--- src/rtl/rbm_pkg.sv ---
package rbm_pkg;
  localparam int unsigned RBM_DATA_W = 8;
  localparam int unsigned RBM_CNT_W  = 18;
  localparam int unsigned RBM_CHANS  = 2;
  // channel index: 0 counts ones, 1 counts zeros
  typedef enum logic {CH_ONES = 1'b0, CH_ZEROS = 1'b1} rbm_chan_e;
endpackage

--- src/rtl/rbm_popcount.sv ---
module rbm_popcount #(
  parameter int unsigned DATA_W = 8,
  localparam int unsigned PW    = $clog2(DATA_W + 1)
) (
  input  logic [DATA_W-1:0] data,
  output logic [PW-1:0]     ones
);
  logic [PW-1:0] part [DATA_W+1];

  assign part[0] = '0;
  for (genvar i = 0; i < DATA_W; i++) begin : g_bit
    assign part[i+1] = part[i] + PW'(data[i]);
  end
  assign ones = part[DATA_W];
endmodule

--- src/rtl/rbm_sat_counter.sv ---
module rbm_sat_counter #(
  parameter int unsigned CNT_W = 18,
  parameter int unsigned INC_W = 4
) (
  input  logic             clk,
  input  logic             rst,
  input  logic             clr,
  input  logic             add,
  input  logic [INC_W-1:0] inc,
  output logic [CNT_W-1:0] cnt,
  output logic [CNT_W-1:0] cnt_nxt
);
  localparam logic [CNT_W-1:0] MAXV = '1;

  logic [CNT_W:0]   sum;
  logic [CNT_W-1:0] sat;

  assign sum = {1'b0, cnt} + {{(CNT_W + 1 - INC_W){1'b0}}, inc};
  assign sat = sum[CNT_W] ? MAXV : sum[CNT_W-1:0];

  always_comb begin
    if (clr)      cnt_nxt = add ? {{(CNT_W - INC_W){1'b0}}, inc} : '0;
    else if (add) cnt_nxt = sat;
    else          cnt_nxt = cnt;
  end

  always_ff @(posedge clk) begin
    if (rst) cnt <= '0;
    else     cnt <= cnt_nxt;
  end
endmodule

--- src/rtl/rbm_le_flag.sv ---
module rbm_le_flag #(
  parameter int unsigned CNT_W = 18
) (
  input  logic             clk,
  input  logic             rst,
  input  logic             en,
  input  logic             eval,
  input  logic [CNT_W-1:0] val,
  input  logic [CNT_W-1:0] thresh,
  output logic             flag
);
  always_ff @(posedge clk) begin
    if (rst)       flag <= 1'b0;
    else if (!en)  flag <= 1'b0;
    else if (eval) flag <= (val <= thresh);
  end
endmodule

--- src/rtl/rd_bitpop_monitor.sv ---
module rd_bitpop_monitor
  import rbm_pkg::*;
#(
  parameter int unsigned DATA_W = RBM_DATA_W,
  parameter int unsigned CNT_W  = RBM_CNT_W
) (
  input  logic              clk,
  input  logic              rst,
  input  logic              rd_start,
  input  logic              rd_valid,
  input  logic [DATA_W-1:0] rd_data,
  input  logic              rd_end,
  input  logic              stat_en,
  input  logic [CNT_W-1:0]  thresh,
  output logic              ones_le,
  output logic              zeros_le,
  output logic [CNT_W-1:0]  ones_cnt,
  output logic [CNT_W-1:0]  zeros_cnt
);
  localparam int unsigned PW = $clog2(DATA_W + 1);
  localparam logic [PW-1:0] WIDTH_C = PW'(DATA_W);

  logic [PW-1:0]    pop;
  logic [PW-1:0]    inc  [RBM_CHANS];
  logic [CNT_W-1:0] cnt  [RBM_CHANS];
  logic [CNT_W-1:0] nxt  [RBM_CHANS];
  logic             flg  [RBM_CHANS];

  rbm_popcount #(.DATA_W(DATA_W)) u_pop (
    .data (rd_data),
    .ones (pop)
  );

  for (genvar c = 0; c < RBM_CHANS; c++) begin : g_chan
    if (c == int'(CH_ONES)) begin : g_inc_one
      assign inc[c] = pop;
    end else begin : g_inc_zero
      assign inc[c] = WIDTH_C - pop;
    end

    rbm_sat_counter #(.CNT_W(CNT_W), .INC_W(PW)) u_cnt (
      .clk     (clk),
      .rst     (rst),
      .clr     (rd_start),
      .add     (rd_valid),
      .inc     (inc[c]),
      .cnt     (cnt[c]),
      .cnt_nxt (nxt[c])
    );

    rbm_le_flag #(.CNT_W(CNT_W)) u_flag (
      .clk    (clk),
      .rst    (rst),
      .en     (stat_en),
      .eval   (rd_end),
      .val    (nxt[c]),
      .thresh (thresh),
      .flag   (flg[c])
    );
  end

  assign ones_cnt  = cnt[int'(CH_ONES)];
  assign zeros_cnt = cnt[int'(CH_ZEROS)];
  assign ones_le   = flg[int'(CH_ONES)];
  assign zeros_le  = flg[int'(CH_ZEROS)];
endmodule

--- config.mk ---
export PLATFORM = sky130hd
export DESIGN_NAME = rd_bitpop_monitor
export DESIGN_NICKNAME = d
export VERILOG_FILES = /design/src/rtl/rbm_pkg.sv /design/src/rtl/rbm_popcount.sv /design/src/rtl/rbm_sat_counter.sv /design/src/rtl/rbm_le_flag.sv /design/src/rtl/rd_bitpop_monitor.sv
export SDC_FILE = /design/constraint.sdc
export NUM_CORES = 1
export LEC_CHECK = 0
export BUFFER_PORTS_ARGS = -buffer_cell sky130_fd_sc_hd__buf_4
export CORE_MARGIN = 3
export CORE_UTILIZATION = 55
export CTS_BUF_LIST = sky130_fd_sc_hd__clkbuf_8
export DETAILED_ROUTE_END_ITERATION = 10
export HOLD_SLACK_MARGIN = 0.02
export PLACE_DENSITY = 0.88
export SYNTH_ARGS = -nofsm -noshare
export SYNTH_HDL_FRONTEND = slang
export SYNTH_HIERARCHICAL = 1
export SYNTH_SLANG_ARGS = --single-unit
--- constraint.sdc ---
create_clock -name clk -period 8 [get_ports clk]
set_input_delay 0.8 -clock clk [delete_from_list [all_inputs] [get_ports clk]]
set_output_delay 0.8 -clock clk [all_outputs]
set_load 0.01 [all_outputs]
==> run metrics <==
status=finished, final reports clean; min setup slack post-route=1.25 ns; Worst Hold End=g_chan[0].u_cnt/cnt[15]$_SDFF_PP0_; antenna violations before repair=0; worst slew pin tran=0.839 ns; gate count after technology mapping=484; syn avg cell area=7.70 um2; Final Max Slew Viols=0; RSZ-0062 raised after global routing=false; core region area=6460 um2; Syn-to-layout area delta=17.8%; final setup violation count=0; ANT nets after route=0; Critical Path RT=between 8 and 9 ns; WL/cell=16.9 um; grt met1 use=around 34%; final net count=630; CP endpoint kind=register; DR DRC count=0; WHS Path Cells=2; Post-synth EDFFs=0; library cells used by synthesis=48; vias in the first global route=3808; via count=around 4100; Post-Syn Nets=570; leading cell type in the layout, fill and taps excluded=inv_1; Max Fclk=~150 MHz; Vias/cell=6.61; first-pass GRT wire length=16700 um; post-cts sizing count=0; Tmin final=around 6.7 ns; worst reg2reg path endpoint=g_chan[1].u_flag/flag$_SDFFE_PP0P_; Filler cells=542; Pre-antenna DRT Iters=5; clock skew=approximately 0.0057 ns; Ys Warns=6; GP Congestion=0.915; HP Start=g_chan[0].u_cnt/cnt[15]$_SDFF_PP0_; standard-cell rows=29; HP Class=reg2reg; post-synthesis sequential area ratio=between 20% and 30%; RR Startpoint=g_chan[1].u_cnt/cnt[0]$_SDFF_PP0_; Hold Buf Count CTS=0; maximum clock path buffer count=2; clk_lat worst skew=~0.29 ns; Total Routed Length=~10000 um; Static Leakage=about 2.0 nW; chip width=88.3 um; I/O pin cnt=70; startpoint class of the critical path=input pin; Setup Buffers After CTS=0; total chip power=0.725 mW; H-tree Lvls=2; Post-synth ARST share=0%; Yosys top cell area share=20.4%; Global Route Usage Sum=26.4%; max_cap viols=0; Initial Util=57.7%; layout cells sized above 1=17.8%; root buf cell=clkbuf_8; Main synth FF type=dfxtp_1; setup TNS=0 ns; Overflow after GRT=0; met3 Use GR=3.63%; die area=7800 um2; n_diodes=0; Buffers on Ports=69; DIE HEIGHT=88.3 um; clock buffer count from CTS=5; Worst-path clk slew=0.08 ns; Yosys reg bits=38; reg-to-reg setup timing slack=4.20 ns; Arr. time, crit path=6.97 ns; largest net degree at the start of global routing=43; M2 GR Usage=45.1%; combined area of all synthesized cells=3730 um2; Crit Path Max Fanout=16; cell area power density=165 nW/um2; Crit Path Class=in2reg; fin crit share=84.4%; Placement Setup Slack=1.06 ns; worst vdd ir=0.0827 mV; clk sinks=38; 1st-iter DRT viols=374; synth top area cells=dfxtp_1, ha_1, inv_1; largest area contributor in the netlist=dfxtp_1; most frequent cells in the layout=inv_1, buf_4, ha_1; Final Hold Fails=0; CTS tree=done; Final HPWL DP=8180 um; Most Used Layer, Global Route=met2; Register-to-Register Path Depth=14; Slew headroom=44.1%
==> cell type report <==
class	count	area, um2	share of cell area [%]
multi-input cells	350	2600	59.2
repair buffers	71	533	12.1
clock buffers	5	68.8	1.57
well taps	77	96.3	2.19
flip-flops and latches	38	761	17.3
clock inverters	3	41.3	0.940
inverters	78	293	6.66
==> layer usage <==
layer	vias up	part of all wire, %
li1	1936	-
met1	1934	42
met2	218	47
met3	25	8.8
met4	0	2.0
met5	-	0
==> Yosys cell counts (all sizes together), types with 4 or more instances <==
cell type	count
nor2	16
a211oi	14
dfxtp	38
ha	48
nor3	25
nand2b	4
nand4	14
a41oi	8
nor4	4
and3	6
a2111oi	6
nand3	14
buf	4
o21ai	16
or3	4
fa	6
or4	12
inv	78
a31oi	34
clkbuf	14
a211o	4
o31ai	12
a21oi	35
a31o	4
nand2	22
a21o	12
or2	4
xnor2	6
==> where the power goes <==
group / internal (mW) / switching, mW / total (mW)
sequential: 0.199 / 0.00888 / 0.208
combinational: 0.143 / 0.208 / 0.351
clock: 0.0919 / 0.0742 / 0.166
==> cells by family after synthesis <==
kind of cell / after synthesis / share of synthesized area [%]
adders and majority gates: 54 / 19.3
and+or+nand+nor: 130 / 19.9
DFF: 38 / 20.4
buffers and inverters: 96 / 9.87
AOI/OAI and AO/OA: 159 / 28.9
xor gates and xnor gates: 7 / 1.64
==> flip-flops by register name, indices dropped and copies added, names as in the netlist <==
| name | cells |
|---|---|
| g_chan.u_cnt/cnt | 36 |
| g_chan.u_flag/flag | 2 |
==> worst max-delay path, stage by stage <==
cell,delay (ns)
buf_4,0.08
inv_1,0.05
fa_1,0.56
fa_1,0.43
fa_1,0.49
inv_1,0.04
ha_1,0.19
inv_1,0.08
fa_1,0.41
inv_1,0.18
inv_1,0.08
ha_1,0.35
inv_1,0.08
fa_1,0.45
nand2b_1,0.21
a21oi_1,0.14
buf_4,0.20
nand3_1,0.43
a31oi_1,0.35
ha_1,0.29
a211oi_2,0.21
nor2_1,0.07
a2111oi_1,0.42
o221ai_1,0.19
a31oi_1,0.19
==> through the flow <==
step / cell area (um2) / util, % / hold slack (ns) / cells
finish: 4390 / 68.0 / 0.590 / 622
global route: 4390 / 68.0 / 0.604 / 622
CTS: 4390 / 68.0 / 0.591 / 622
detailed placement: 4280 / 66.3 / 0.570 / 614
global placement: 4280 / 66.3 / 0.549 / 614
floorplan: 3730 / - / 0.558 / 484
==> worst max-delay path by stage <==
stage          startpoint                                  to  slack, ns  cells after the start
4_1_cts        rd_data[0]  g_chan[1].u_flag/flag$_SDFFE_PP0P_       1.37                     25
2_1_floorplan  rd_data[0]  g_chan[1].u_flag/flag$_SDFFE_PP0P_       1.57                     25
5_1_grt        rd_data[0]  g_chan[1].u_flag/flag$_SDFFE_PP0P_       0.99                     25
3_5_place_dp   rd_data[0]  g_chan[1].u_flag/flag$_SDFFE_PP0P_       1.06                     25
6_report       rd_data[0]  g_chan[1].u_flag/flag$_SDFFE_PP0P_       1.25                     25
3_3_place_gp   rd_data[0]  g_chan[1].u_flag/flag$_SDFFE_PP0P_       1.31                     25
(Power assumes the default switching activity.)
